[src/rtl/sde_pkg.sv]
package sde_pkg;
  // Round-up division of an elapsed time by a per-byte cost.
  function automatic logic [32:0] ceil_div(input logic [32:0] num, input logic [32:0] den);
    return (num + den - 33'd1) / den;
  endfunction
endpackage

[src/rtl/sde_pace.sv]
module sde_pace #(
  parameter int TIME_W   = 32,
  parameter int CNT_W    = 16,
  parameter int CPB      = 4,
  parameter int GRP_LOG2 = 3
) (
  input  logic              clk,
  input  logic              rst_n,
  input  logic              tick_i,
  input  logic              start_i,
  input  logic              eval_i,
  input  logic              resync_i,
  input  logic [TIME_W-1:0] resync_time_i,
  input  logic [CNT_W-1:0]  count_i,
  output logic              grant_o,
  output logic              flush_o,
  output logic [CNT_W:0]    gnum_o
);
  localparam int EW = TIME_W + 1;
  localparam logic [TIME_W-1:0] CPB_T = TIME_W'(CPB);
  localparam bit CPB_POW2 = (CPB & (CPB - 1)) == 0;
  localparam int CPB_SH = $clog2(CPB);

  logic [TIME_W-1:0] now_q, pos_q, diff, advance, pos_step, ahead;
  logic [EW-1:0]     elapsed, allowed, grouped, remain_e;
  logic [CNT_W:0]    remain;

  assign diff    = now_q - pos_q;
  assign elapsed = diff[TIME_W-1] ? '0 : {1'b0, diff};

  generate
    if (CPB_POW2) begin : g_shift
      assign allowed = (elapsed + EW'(CPB - 1)) >> CPB_SH;
    end else begin : g_div
      logic [32:0] q;
      assign q       = sde_pkg::ceil_div(33'(elapsed), 33'(CPB));
      assign allowed = EW'(q);
    end
  endgenerate

  assign grouped  = {allowed[EW-1:GRP_LOG2], {GRP_LOG2{1'b0}}};
  assign remain   = {1'b0, count_i} + (CNT_W+1)'(1);
  assign remain_e = EW'(remain);

  always_comb begin
    grant_o = 1'b0;
    flush_o = 1'b0;
    gnum_o  = '0;
    if (eval_i) begin
      if (grouped >= remain_e) begin
        grant_o = 1'b1;
        flush_o = 1'b1;
        gnum_o  = remain;
      end else if (grouped != '0) begin
        grant_o = 1'b1;
        gnum_o  = grouped[CNT_W:0];
      end
    end
  end

  assign advance  = TIME_W'(gnum_o) * CPB_T;
  assign pos_step = grant_o ? pos_q + advance : pos_q;
  assign ahead    = resync_time_i - pos_step;

  always_ff @(posedge clk or negedge rst_n) begin
    if (!rst_n) begin
      now_q <= '0;
      pos_q <= '0;
    end else begin
      if (tick_i) now_q <= now_q + TIME_W'(1);
      if (start_i)
        pos_q <= now_q;
      else if (resync_i && !ahead[TIME_W-1] && ahead != '0)
        pos_q <= resync_time_i;
      else
        pos_q <= pos_step;
    end
  end
endmodule

[src/rtl/sde_track.sv]
module sde_track #(
  parameter int CNT_W = 16
) (
  input  logic             clk,
  input  logic             rst_n,
  input  logic             load_i,
  input  logic [CNT_W-1:0] load_val_i,
  input  logic             start_i,
  input  logic             grant_i,
  input  logic             flush_i,
  input  logic [CNT_W:0]   gnum_i,
  input  logic             ien_i,
  output logic [CNT_W-1:0] count_o,
  output logic             busy_o,
  output logic             dte_n_o,
  output logic             irq_o
);
  always_ff @(posedge clk or negedge rst_n) begin
    if (!rst_n) begin
      count_o <= '1;
      busy_o  <= 1'b0;
      dte_n_o <= 1'b1;
      irq_o   <= 1'b0;
    end else begin
      if (load_i) count_o <= load_val_i;
      if (start_i) begin
        busy_o  <= 1'b1;
        dte_n_o <= 1'b1;
        irq_o   <= 1'b0;
      end
      if (grant_i) begin
        if (flush_i) begin
          count_o <= '1;
          busy_o  <= 1'b0;
          dte_n_o <= 1'b0;
          irq_o   <= ien_i;
        end else begin
          count_o <= count_o - gnum_i[CNT_W-1:0];
        end
      end
    end
  end
endmodule

[src/rtl/sde_emit.sv]
module sde_emit #(
  parameter int CNT_W = 16,
  parameter int AW    = 14
) (
  input  logic           clk,
  input  logic           rst_n,
  input  logic           load_i,
  input  logic [CNT_W:0] num_i,
  input  logic           ready_i,
  output logic           valid_o,
  output logic [AW-1:0]  addr_o
);
  logic [CNT_W:0] pend_q;

  assign valid_o = pend_q != '0;

  always_ff @(posedge clk or negedge rst_n) begin
    if (!rst_n) begin
      pend_q <= '0;
      addr_o <= '0;
    end else if (load_i) begin
      pend_q <= num_i;
    end else if (valid_o && ready_i) begin
      pend_q <= pend_q - (CNT_W+1)'(1);
      addr_o <= addr_o + AW'(1);
    end
  end
endmodule

[src/rtl/sector_dma_engine.sv]
module sector_dma_engine #(
  parameter int CNT_W    = 16,
  parameter int TIME_W   = 32,
  parameter int AW       = 14,
  parameter int CPB      = 4,
  parameter int GRP_LOG2 = 3
) (
  input  logic              clk,
  input  logic              rst_n,
  input  logic              start,
  input  logic              cnt_load,
  input  logic [CNT_W-1:0]  cnt_val,
  input  logic              ien,
  input  logic              tick,
  input  logic              resync,
  input  logic [TIME_W-1:0] resync_time,
  input  logic              out_ready,
  output logic              out_valid,
  output logic [AW-1:0]     out_addr,
  output logic [CNT_W-1:0]  count_o,
  output logic              dte_n_o,
  output logic              irq_o
);
  logic           busy, active, start_acc, load_acc, eval_en;
  logic           grant, flush;
  logic [CNT_W:0] gnum;

  assign active    = busy || out_valid;
  assign start_acc = start && !active;
  assign load_acc  = cnt_load && !active;
  assign eval_en   = busy && !out_valid;

  sde_pace #(.TIME_W(TIME_W), .CNT_W(CNT_W), .CPB(CPB), .GRP_LOG2(GRP_LOG2)) u_pace (
    .clk(clk), .rst_n(rst_n), .tick_i(tick), .start_i(start_acc), .eval_i(eval_en),
    .resync_i(resync), .resync_time_i(resync_time), .count_i(count_o),
    .grant_o(grant), .flush_o(flush), .gnum_o(gnum)
  );

  sde_track #(.CNT_W(CNT_W)) u_track (
    .clk(clk), .rst_n(rst_n), .load_i(load_acc), .load_val_i(cnt_val),
    .start_i(start_acc), .grant_i(grant), .flush_i(flush), .gnum_i(gnum),
    .ien_i(ien), .count_o(count_o), .busy_o(busy), .dte_n_o(dte_n_o), .irq_o(irq_o)
  );

  sde_emit #(.CNT_W(CNT_W), .AW(AW)) u_emit (
    .clk(clk), .rst_n(rst_n), .load_i(grant), .num_i(gnum), .ready_i(out_ready),
    .valid_o(out_valid), .addr_o(out_addr)
  );
endmodule

[config.mk]
export PLATFORM = sky130hd
export DESIGN_NAME = sector_dma_engine
export DESIGN_NICKNAME = d
export VERILOG_FILES = /design/src/rtl/sde_pkg.sv /design/src/rtl/sde_pace.sv /design/src/rtl/sde_track.sv /design/src/rtl/sde_emit.sv /design/src/rtl/sector_dma_engine.sv
export SDC_FILE = /design/constraint.sdc
export NUM_CORES = 1
export LEC_CHECK = 0
export BUFFER_PORTS_ARGS = -buffer_cell sky130_fd_sc_hd__buf_4
export CAP_MARGIN = 20
export CORE_MARGIN = 1.5
export CORE_UTILIZATION = 35
export DETAILED_ROUTE_END_ITERATION = 7
export SYNTH_ARGS = -nofsm -noshare
export SYNTH_HDL_FRONTEND = slang
export SYNTH_SLANG_ARGS = --single-unit
export TNS_END_PERCENT = 1
[constraint.sdc]
create_clock -name clk -period 15.82 [get_ports clk]
set_input_delay 3.164 -clock clk [delete_from_list [all_inputs] [get_ports clk]]
set_output_delay 3.164 -clock clk [all_outputs]
set_load 0.05 [all_outputs]
==> metrics.md, run 1 <==
| Metric | Value |
|---|---|
| LEAKAGE | `around 6.6 nW` |
| Max layer used | `met4` |
| Layout cells sized above 1 | `about 11%` |
| Switching pwr | `1.11 mW` |
| Post-synth EDFFs | `0` |
| F_max | `approximately 0.07 GHz` |
| Vias per cell | `~5.8` |
| Post-synthesis cell area | `roughly 13000 um2` |
| Hold Buf Count CTS | `0` |
| Yosys Warn Count | `0` |
| DR WL/cell | `roughly 19 um` |
| Max Cap Viol | `0` |
| Iteration-0 DRC count of the detailed router | `between 900 and 1000` |
| Clock Skew | `between 0.02 and 0.025 ns` |
| HP Class | `reg -> reg` |
| Worst path slowest cell | `and3_1` |
| Total gr overflow | `0` |
| Power per standard cell area | `roughly 150 nW/um2` |
| Max stage delay on crit path | `about 0.77 ns` |
| Critical Path RT | `approximately 16 ns` |
| Antenna violations before repair | `0` |
| FF-to-FF path depth | `62` |
| Crit-path most repeated cell | `a21oi_1` |
| RD Place Congestion | `around 0.93` |
| Worst skew pair latency | `roughly 0.45 ns` |
| Synth cell types | `between 90 and 100` |
| Drt pass-1 iters | `5` |
| PostCTS Resize Cnt | `0` |
| Hold WS | `0.484 ns` |
| # port buffers | `88` |
| Max-slew headroom | `35.1%` |
| Period utilization | `91.7%` |
| Endpoint class of the critical path | `register` |
| Post-Place Worst Slack | `approximately 1.5 ns` |
| Total track usage | `22.8%` |
| Comb pwr share | `62.1%` |
| Setup-failing EPs final | `0` |
| Clk network pwr share | `roughly 18%` |
| Nets@finish | `~2000` |
| Met1 Wirelength | `roughly 20000 um` |
| CTS Buf Count | `17` |
| Seq pwr share | `20.0%` |
| Die H | `198 um` |
| Synth area leader | `dfrtp_1` |
| Hold path cells | `1` |
| Reg-to-reg startpoint | `u_pace.pos_q[1]$_DFFE_PN0P_` |
| Sw Ratio | `between 40% and 50%` |
| Largest cells by area after synthesis | `dfrtp_1, ha_1, xnor2_1` |
| CP Launch Point | `u_pace.pos_q[1]$_DFFE_PN0P_` |
| IO Count | `89` |
| FF-to-FF End | `u_pace.pos_q[9]$_DFF_PN0_` |
| CTS clk-pin slew, worst paths | `~0.060 ns` |
| Routed Antenna Nets | `0` |
| Num rows | `71` |
| Vias in the first global route | `12700` |
| CTS root buf | `clkbuf_16` |
| Sequential fraction of the synthesis area | `21.6%` |
| Syn nets | `approximately 1900` |
| Maximum vdd ir drop | `~110 uV` |
| Critical Path Fanout Max | `21` |
| Detailed placement HPWL | `between 30000 and 40000 um` |
| Ys async rst share | `100%` |
| First-pass GRT wire length | `approximately 70000 um` |
| Final Max Tran Viols | `0` |
| Synthesized instance count | `~1700` |
| WL met2 | `between 20000 and 25000 um` |
| Slew @ Worst Pin | `approximately 0.97 ns` |
| Setup WS post-layout | `around 1.3 ns` |
| H-tree depth | `4` |
| Reg-to-reg slack, setup | `between 1 and 1.5 ns` |
| RSZ-0062 raised after global routing | `false` |
| Synth top area share | `18.3%` |
| Setup TNS | `0 ns` |
| Crit Path Class | `reg -> reg` |
| Die Area | `~40000 um2` |
| CORE AREA | `37500 um2` |
| Post-synth top cells | `nand2_1, nor2_1, a21oi_1` |
| Clk buf depth | `2` |
| Remaining DRCs | `0` |
| Top_reg_cell synth | `dfrtp_1` |
| Post-CTS Setup Bufs | `0` |
| DR WL met3 | `2280 um` |
| Period minus WS final | `roughly 15 ns` |
| Internal power | `roughly 1.1 mW` |
| Tot Pwr | `between 2 and 2.5 mW` |
| Via count | `13400` |
| Count leader, synth | `nand2_1` |
| CTS tree | `built` |
| Die Width | `198 um` |
| Run status | `complete, no violations` |
| # diodes | `0` |
| WL final | `roughly 44000 um` |
| FF+latch count, synth | `114` |
| Hold path start | `u_emit.pend_q[16]$_DFFE_PN0P_` |
| Layout area overhead | `12.7%` |
| Final hold vios | `0` |
| Initial Utilization | `a little over a third` |
| Sink Count | `about 110` |
| Mean Syn Cell Area | `7.62 um2` |
| Startpoint Class | `register` |
| Pin count of the biggest net entering global routing | `70` |
| Hold Path End | `u_emit.pend_q[16]$_DFFE_PN0P_` |
| Crit path arrival time | `about 15 ns` |
==> routing by layer <==
| metal | up-vias | GRT usage, % |
|---|---|---|
| met2 | 433 | 38.2 |
| met3 | 56 | 2.74 |
| met5 | - | 0 |
| met1 | 6496 | 30.5 |
| met4 | 0 | 6.96 |
| li1 | 6430 | - |
==> worst max-delay path, delay by kind of cell, from the launching register on <==
kind	cells	cell delay [ns]
xor gates and xnor gates	2	0.31
and+or+nand+nor	22	5.53
buffers and inverters	5	0.92
DFF	1	0.44
AOI/OAI and AO/OA	29	5.93
adders and majority gates	4	1.24
==> how the worst max path moves through the flow <==
| stage | depth (start not counted) | to | slack (ns) |
|---|---|---|---|
| global placement | 63 | u_pace.pos_q[1]$_DFFE_PN0P_ | 1.73 |
| floorplan | 63 | u_pace.pos_q[11]$_DFF_PN0_ | 3.84 |
| CTS | 63 | u_pace.pos_q[9]$_DFF_PN0_ | 1.41 |
| finish | 62 | u_pace.pos_q[9]$_DFF_PN0_ | 1.32 |
| detailed placement | 63 | u_pace.pos_q[9]$_DFF_PN0_ | 1.50 |
| global route | 63 | u_pace.pos_q[0]$_DFFE_PN0P_ | 0.09 |
==> cells in the final DEF, fill, tap and decap left out, types with 25 or more instances in the layout <==
cell type  instances
xor2_1            53
inv_1             98
ha_1             106
nor2_1           158
nor3_1            32
a21o_1            29
nand4_1           37
a21boi_0          25
o31ai_1           29
or3_1             25
o211ai_1          25
nand3_1           57
buf_4            105
xnor2_1           84
o21ai_1           38
a21oi_1          129
dfrtp_1           97
o21ai_0           82
nand2_1          190
==> power groups by stage <==
| stage | Sequential [mW] | Clock, mW | Combinational (mW) |
|---|---|---|---|
| 4_1_cts | 0.442 | 0.405 | 1.36 |
| 2_1_floorplan | 0.449 | 0 | 1.01 |
| 3_3_place_gp | 0.444 | 0 | 1.34 |
| 3_5_place_dp | 0.446 | 0 | 1.35 |
| 5_1_grt | 0.453 | 0.418 | 1.52 |
| 6_report | 0.444 | 0.399 | 1.38 |
==> registers in the layout, indices dropped and copies added, names as in the netlist <==
signal / count
u_emit.pend_q: 17
u_track.irq_o: 1
u_pace.pos_q: 32
u_track.busy_o: 1
u_emit.addr_o: 14
u_track.dte_n_o: 1
u_pace.now_q: 32
u_track.count_o: 16
==> logic make-up (layout without fill, tap and decap cells) <==
kind of cell | Yosys count | after routing | synth area share (%)
simple gates | 647 | 647 | 24.1
buf+inv | 174 | 237 | 5.42
flops | 114 | 114 | 21.6
mux | 16 | 16 | 1.26
compound gates | 533 | 533 | 26.9
fa+ha+maj | 116 | 116 | 11.0
xor+xnor | 142 | 142 | 9.64
==> per-stage QoR <==
step                      instance area (um2)  cells  util, %
after detailed placement                14400   2284     38.3
after floorplan                         13300   1742        -
final                                   15000   2316     39.9
after global routing                    15000   2316     39.9
after global placement                  14400   2284     38.3
after CTS                               15000   2316     39.9
==> cell type report <==
class	instances	area, um2
clock inverters	15	169
clock buffers	17	425
inverters	100	375
multi-input cells	1454	9690
flip-flops and latches	114	2870
repair buffers	105	788
fillers	3957	22500
well taps	511	639
No activity file was read; power rests on OpenSTA's default activity.
==> run 2, diff against run 1 <==
CORE_UTILIZATION = 40   (was 35)
==> run 2 against run 1 <==
Wire length fell by 3.5%. Maximum frequency rose by 0.70%. Sequential power barely moved. Count of clock-buffer cells in the layout rose by 1. First-iteration DRC count rose by 18%. Design area fell by 0.49%. Core utilization rose by 5.7 points. Sequential share of layout area rose by 0.095 points. Power fell by 0.60%. Setup slack improved by 0.10 ns. Clock skew fell by 0.0088 ns. Sequential cell count did not move.
==> metrics.md, run 2 (synthesis gave the netlist of run 1 again) <==
| Metric | Value |
|---|---|
| Run status | `complete, no violations` |
| # diodes | `0` |
| Met1 Wirelength | `between 15000 and 20000 um` |
| Reg-to-reg startpoint | `u_pace.pos_q[1]$_DFFE_PN0P_` |
| F_max | `roughly 0.069 GHz` |
| Final hold vios | `0` |
| Drt pass-1 iters | `6` |
| Reg-to-reg slack, setup | `1.42 ns` |
| Period minus WS final | `between 10 and 15 ns` |
| IO Count | `89` |
| Routed Antenna Nets | `0` |
| LEAKAGE | `around 6.6 nW` |
| WL final | `roughly 43000 um` |
| WL met2 | `roughly 20000 um` |
| Maximum vdd ir drop | `92.7 uV` |
| Critical Path RT | `16.14 ns` |
| Vias per cell | `between 5 and 6` |
| DR WL met3 | `around 2100 um` |
| FF-to-FF path depth | `62` |
| FF-to-FF End | `u_pace.pos_q[13]$_DFF_PN0_` |
| Clk buf depth | `2` |
| Hold Buf Count CTS | `0` |
| Initial Utilization | `40.7%` |
| Nets@finish | `around 2000` |
| Crit Path Class | `reg -> reg` |
| CTS root buf | `clkbuf_16` |
| Cell depth of the worst setup path | `a little over 60` |
| Hold path cells | `1` |
| Die Area | `34300 um2` |
| Endpoint class of the critical path | `register` |
| Worst path slowest cell | `or4_4` |
| Clock Skew | `about 0.015 ns` |
| PostCTS Resize Cnt | `0` |
| Hold WS | `approximately 0.47 ns` |
| Max stage delay on crit path | `0.61 ns` |
| Top delay family on crit path | `compound AO/OA/AOI/OAI gates` |
| Total track usage | `25.2%` |
| Hold path start | `u_emit.addr_o[13]$_DFFE_PN0P_` |
| Num rows | `66` |
| H-tree depth | `4` |
| CORE AREA | `32600 um2` |
| Via count | `around 13000` |
| Final Max Tran Viols | `0` |
| HP Class | `reg -> reg` |
| Period utilization | `slightly above 90%` |
| Most common cell after layout, fill and taps aside | `nand2_1` |
| Crit path arrival time | `14.72 ns` |
| Crit-path most repeated cell | `a21oi_1` |
| Total gr overflow | `0` |
| Layout area overhead | `12.1%` |
| RSZ-0062 raised after global routing | `false` |
| Max Cap Viol | `0` |
| Pin count of the biggest net entering global routing | `59` |
| RD Place Congestion | `between 0.9 and 1` |
| Max-slew headroom | `a little over a third` |
| Power per standard cell area | `around 150 nW/um2` |
| First-pass GRT wire length | `68100 um` |
| Hold Path End | `u_emit.addr_o[13]$_DFFE_PN0P_` |
| # port buffers | `between 80 and 90` |
| Die Width | `185 um` |
| Non-Filler Instances | `2248` |
| Worst skew pair latency | `around 0.44 ns` |
| Biggest regs | `u_pace.now_q (32), u_pace.pos_q (32), u_emit.pend_q (17)` |
| Max layer used | `met4` |
| Setup-failing EPs final | `0` |
| Most frequent cells in the layout | `nand2_1, nor2_1, a21oi_1` |
| Critical Path Fanout Max | `18` |
| Vias in the first global route | `12500` |
| WP buf/inv | `5` |
| DR WL/cell | `around 19 um` |
| Antenna violations before repair | `0` |
| Dpl cells | `~2200` |
| Detailed placement HPWL | `around 33000 um` |
| Remaining DRCs | `0` |
| CTS clk-pin slew, worst paths | `about 0.070 ns` |
| Sink Count | `114` |
| Die H | `185 um` |
| CTS tree | `built` |
| CTS Buf Count | `17` |
| Iteration-0 DRC count of the detailed router | `roughly 1100` |
| Post-CTS Setup Bufs | `0` |
| Layout cells sized above 1 | `approximately 11%` |
| Slew @ Worst Pin | `~0.95 ns` |
| Startpoint Class | `register` |
| Setup TNS | `0 ns` |
==> run 2: changes by cell type in the layout (fill, tap and decap cells not counted), sizes merged <==
| cell | before | now |
|---|---|---|
| clkinv | 5 | 8 |
| clkbuf | 17 | 18 |
| inv | 107 | 103 |
| buf | 105 | 106 |
==> run 2: final cells by class <==
cell class                      instances  area [um2]
Fill cell                            3317       17700
Multi-Input combinational cell       1454        9690
Sequential cell                       114        2870
Timing Repair Buffer                  106         803
Tap cell                              442         553
Clock buffer                           18         439
Inverter                              100         375
Clock inverter                         14         153
==> run 2: through the flow <==
stage | setup slack [ns] | instance area (um2) | util [%] | power (mW)
finish | 1.42 | 14900 | 45.7 | 2.21
global route | 0.428 | 14900 | 45.7 | 2.37
CTS | 1.10 | 14900 | 45.6 | 2.20
detailed placement | 1.20 | 14300 | 43.8 | 1.79
global placement | 1.61 | 14300 | 43.8 | 1.78
floorplan | 3.84 | 13300 | - | 1.46
==> run 2: layer usage <==
layer / vias to the layer above / GRT usage [%]
li1: 6454 / -
met5: - / 0
met2: 412 / 41.8
met3: 68 / 3.03
met1: 6255 / 34.0
met4: 0 / 8.23
==> run 2: worst max-delay path by stage <==
stage                                           start                          to  slack [ns]
final                     u_pace.pos_q[1]$_DFFE_PN0P_  u_pace.pos_q[13]$_DFF_PN0_        1.42
after global routing        u_pace.pos_q[4]$_DFF_PN0_   u_pace.pos_q[4]$_DFF_PN0_        0.43
after CTS                 u_pace.now_q[0]$_DFFE_PN0P_  u_pace.pos_q[24]$_DFF_PN0_        1.10
after detailed placement  u_pace.now_q[0]$_DFFE_PN0P_  u_pace.pos_q[24]$_DFF_PN0_        1.20
after global placement    u_pace.now_q[0]$_DFFE_PN0P_  u_pace.pos_q[24]$_DFF_PN0_        1.61
after floorplan           u_pace.pos_q[1]$_DFFE_PN0P_  u_pace.pos_q[11]$_DFF_PN0_        3.84
==> run 2: report_power, final <==
group	switching [mW]	internal (mW)	total [mW]
sequential	0.0792	0.362	0.441
clock	0.157	0.238	0.395
combinational	0.858	0.515	1.37
==> run 3, diff against run 2 <==
CORE_UTILIZATION = 52   (was 40)
PLACE_DENSITY = 0.7   (was unset)
SKIP_LAST_GASP = 1   (was unset)
==> run 3 against run 2 <==
Via count rose by 2.6%. Sequential power barely moved. Sequential cell count did not move. Die area fell by 23%. Clock power rose by 2%. Non-clock buffer count fell by 1. Power rose by 0.60%. Hold slack improved by 0.0057 ns. Critical path depth fell by 1. Register-to-register slack got worse by 0.26 ns. Maximum frequency fell by 1.7%.
==> metrics.md, run 3 (synthesis gave the netlist of run 1 again) <==
| Metric | Value |
|---|---|
| Detailed placement HPWL | `approximately 33000 um` |
| WL final | `42700 um` |
| Endpoint class of the critical path | `register` |
| Pin count of the biggest net entering global routing | `62` |
| Clk buf depth | `2` |
| Max Cap Viol | `0` |
| Reg-to-reg startpoint | `u_pace.now_q[4]$_DFFE_PN0P_` |
| Drt pass-1 iters | `6` |
| Routed Antenna Nets | `0` |
| Setup TNS | `0 ns` |
| Total track usage | `between 30 and 40%` |
| F_max | `between 0.06 and 0.07 GHz` |
| First-pass GRT wire length | `about 67000 um` |
| Fillers | `2350` |
| Die Width | `between 150 and 200 um` |
| Hold path start | `u_emit.addr_o[13]$_DFFE_PN0P_` |
| Power per standard cell area | `roughly 150 nW/um2` |
| Layout area overhead | `11.1%` |
| FF-to-FF path depth | `61` |
| Worst path slowest cell | `and3_1` |
| Crit-path most repeated cell | `a21oi_1` |
| Max-slew headroom | `35.5%` |
| CTS clk-pin slew, worst paths | `~0.070 ns` |
| Vias per cell | `roughly 6.3` |
| Hold Buf Count CTS | `0` |
| Critical Path RT | `between 15 and 20 ns` |
| Startpoint Class | `register` |
| CTS Buf Count | `17` |
| Maximum vdd ir drop | `roughly 170 uV` |
| Hold path cells | `1` |
| # diodes | `0` |
| Biggest regs | `u_pace.now_q (32), u_pace.pos_q (32), u_emit.pend_q (17)` |
| Most frequent cells in the layout | `nand2_1, nor2_1, a21oi_1` |
| Critical Path Fanout Max | `19` |
| Crit path arrival time | `14.98 ns` |
| Worst skew pair latency | `0.43 ns` |
| Antenna violations before repair | `0` |
| Period minus WS final | `about 15 ns` |
| Slew @ Worst Pin | `approximately 0.96 ns` |
| FF-to-FF End | `u_pace.pos_q[22]$_DFF_PN0_` |
| Most common cell after layout, fill and taps aside | `nand2_1` |
| HP Class | `reg -> reg` |
| WP buf/inv | `4` |
| PostCTS Resize Cnt | `0` |
| Setup-failing EPs final | `0` |
| Clock Skew | `about 0.013 ns` |
| Die H | `roughly 160 um` |
| Final hold vios | `0` |
| CTS tree | `built` |
| H-tree depth | `4` |
| Iteration-0 DRC count of the detailed router | `1409` |
| Initial Utilization | `a little over half` |
| IO Count | `a little under 90` |
| Final Max Tran Viols | `0` |
| Design Area, Final | `between 10000 and 15000 um2` |
| CTS root buf | `clkbuf_16` |
| Layout cells sized above 1 | `about 11%` |
| Run status | `complete, no violations` |
| Total gr overflow | `0` |
| CORE AREA | `~25000 um2` |
| Reg-to-reg slack, setup | `roughly 1.2 ns` |
| Max stage delay on crit path | `0.77 ns` |
| RD Place Congestion | `between 0.9 and 1` |
| Remaining DRCs | `0` |
| Top delay family on crit path | `compound AO/OA/AOI/OAI gates` |
| Die Area | `26500 um2` |
| Post-DP Area | `around 14000 um2` |
| Nets@finish | `around 2000` |
| RSZ-0062 raised after global routing | `false` |
| Num rows | `slightly below 60` |
| # port buffers | `between 80 and 90` |
| LEAKAGE | `~6.6 nW` |
| Post-CTS Setup Bufs | `0` |
| Sink Count | `between 100 and 150` |
| Crit Path Class | `reg -> reg` |
| Via count | `around 14000` |
| Vias in the first global route | `approximately 13000` |
| Period utilization | `approximately 90%` |
| Hold Path End | `u_emit.addr_o[13]$_DFFE_PN0P_` |
| DR WL/cell | `around 20 um` |
==> run 3: power by group <==
group | switching (mW) | internal, mW | total [mW] | leakage (nW)
Clock | 0.178 | 0.224 | 0.402 | 0.284
Combinational | 0.862 | 0.517 | 1.38 | 4.95
Sequential | 0.0801 | 0.361 | 0.442 | 1.37
==> run 3: layout make-up <==
cell class                 instances  area (um2)  share of cell area, %
sequential                       114        2870                   19.5
clock inverter                    15         160                   1.09
tap                              330         413                   2.80
timing repair buffer             105         816                   5.53
inverter                         100         375                   2.54
multi-input combinational       1454        9690                   65.7
clock buffer                      17         425                   2.88
==> run 3: how the worst max path moves through the flow <==
stage	from	to	slack (ns)	cells past startpoint
floorplan	u_pace.pos_q[1]$_DFFE_PN0P_	u_pace.pos_q[11]$_DFF_PN0_	3.84	63
global placement	u_pace.pos_q[1]$_DFFE_PN0P_	u_pace.pos_q[26]$_DFF_PN0_	1.98	62
detailed placement	u_pace.pos_q[4]$_DFF_PN0_	u_pace.pos_q[26]$_DFF_PN0_	1.57	62
CTS	u_pace.now_q[4]$_DFFE_PN0P_	u_pace.pos_q[26]$_DFF_PN0_	1.47	61
global route	u_pace.now_q[0]$_DFFE_PN0P_	u_pace.pos_q[22]$_DFF_PN0_	0.41	63
finish	u_pace.now_q[4]$_DFFE_PN0P_	u_pace.pos_q[22]$_DFF_PN0_	1.16	61
==> run 3: through the flow <==
step | power (mW) | hold slack (ns) | util (%) | setup WS, ns | instances
floorplan | 1.46 | 0.450 | - | 3.84 | 1742
global placement | 1.77 | 0.463 | 56.2 | 1.98 | 2101
detailed placement | 1.79 | 0.466 | 56.3 | 1.57 | 2102
CTS | 2.19 | 0.479 | 58.6 | 1.47 | 2134
global route | 2.37 | 0.498 | 58.7 | 0.407 | 2135
finish | 2.22 | 0.476 | 58.7 | 1.16 | 2135
==> run 3: layer usage <==
layer / global-route usage [%] / routed length (um) / part of all wire (%) / vias to the layer above
met5: 0 / 0 / 0 / -
met4: 12.1 / 1500 / 3.5 / 0
met3: 3.44 / 2500 / 5.9 / 91
met2: 53.4 / 20000 / 47 / 520
met1: 42.7 / 18700 / 44 / 6472
li1: - / - / - / 6450
==> run 3: worst register-to-register path: cells and delay by family, from the launching register on <==
kind / cells / cell delay (ns)
compound gates: 29 / 6.04
simple gates: 22 / 5.59
fa+ha+maj: 4 / 1.36
flops: 1 / 0.44
xor+xnor: 2 / 0.29
buf+inv: 4 / 0.85
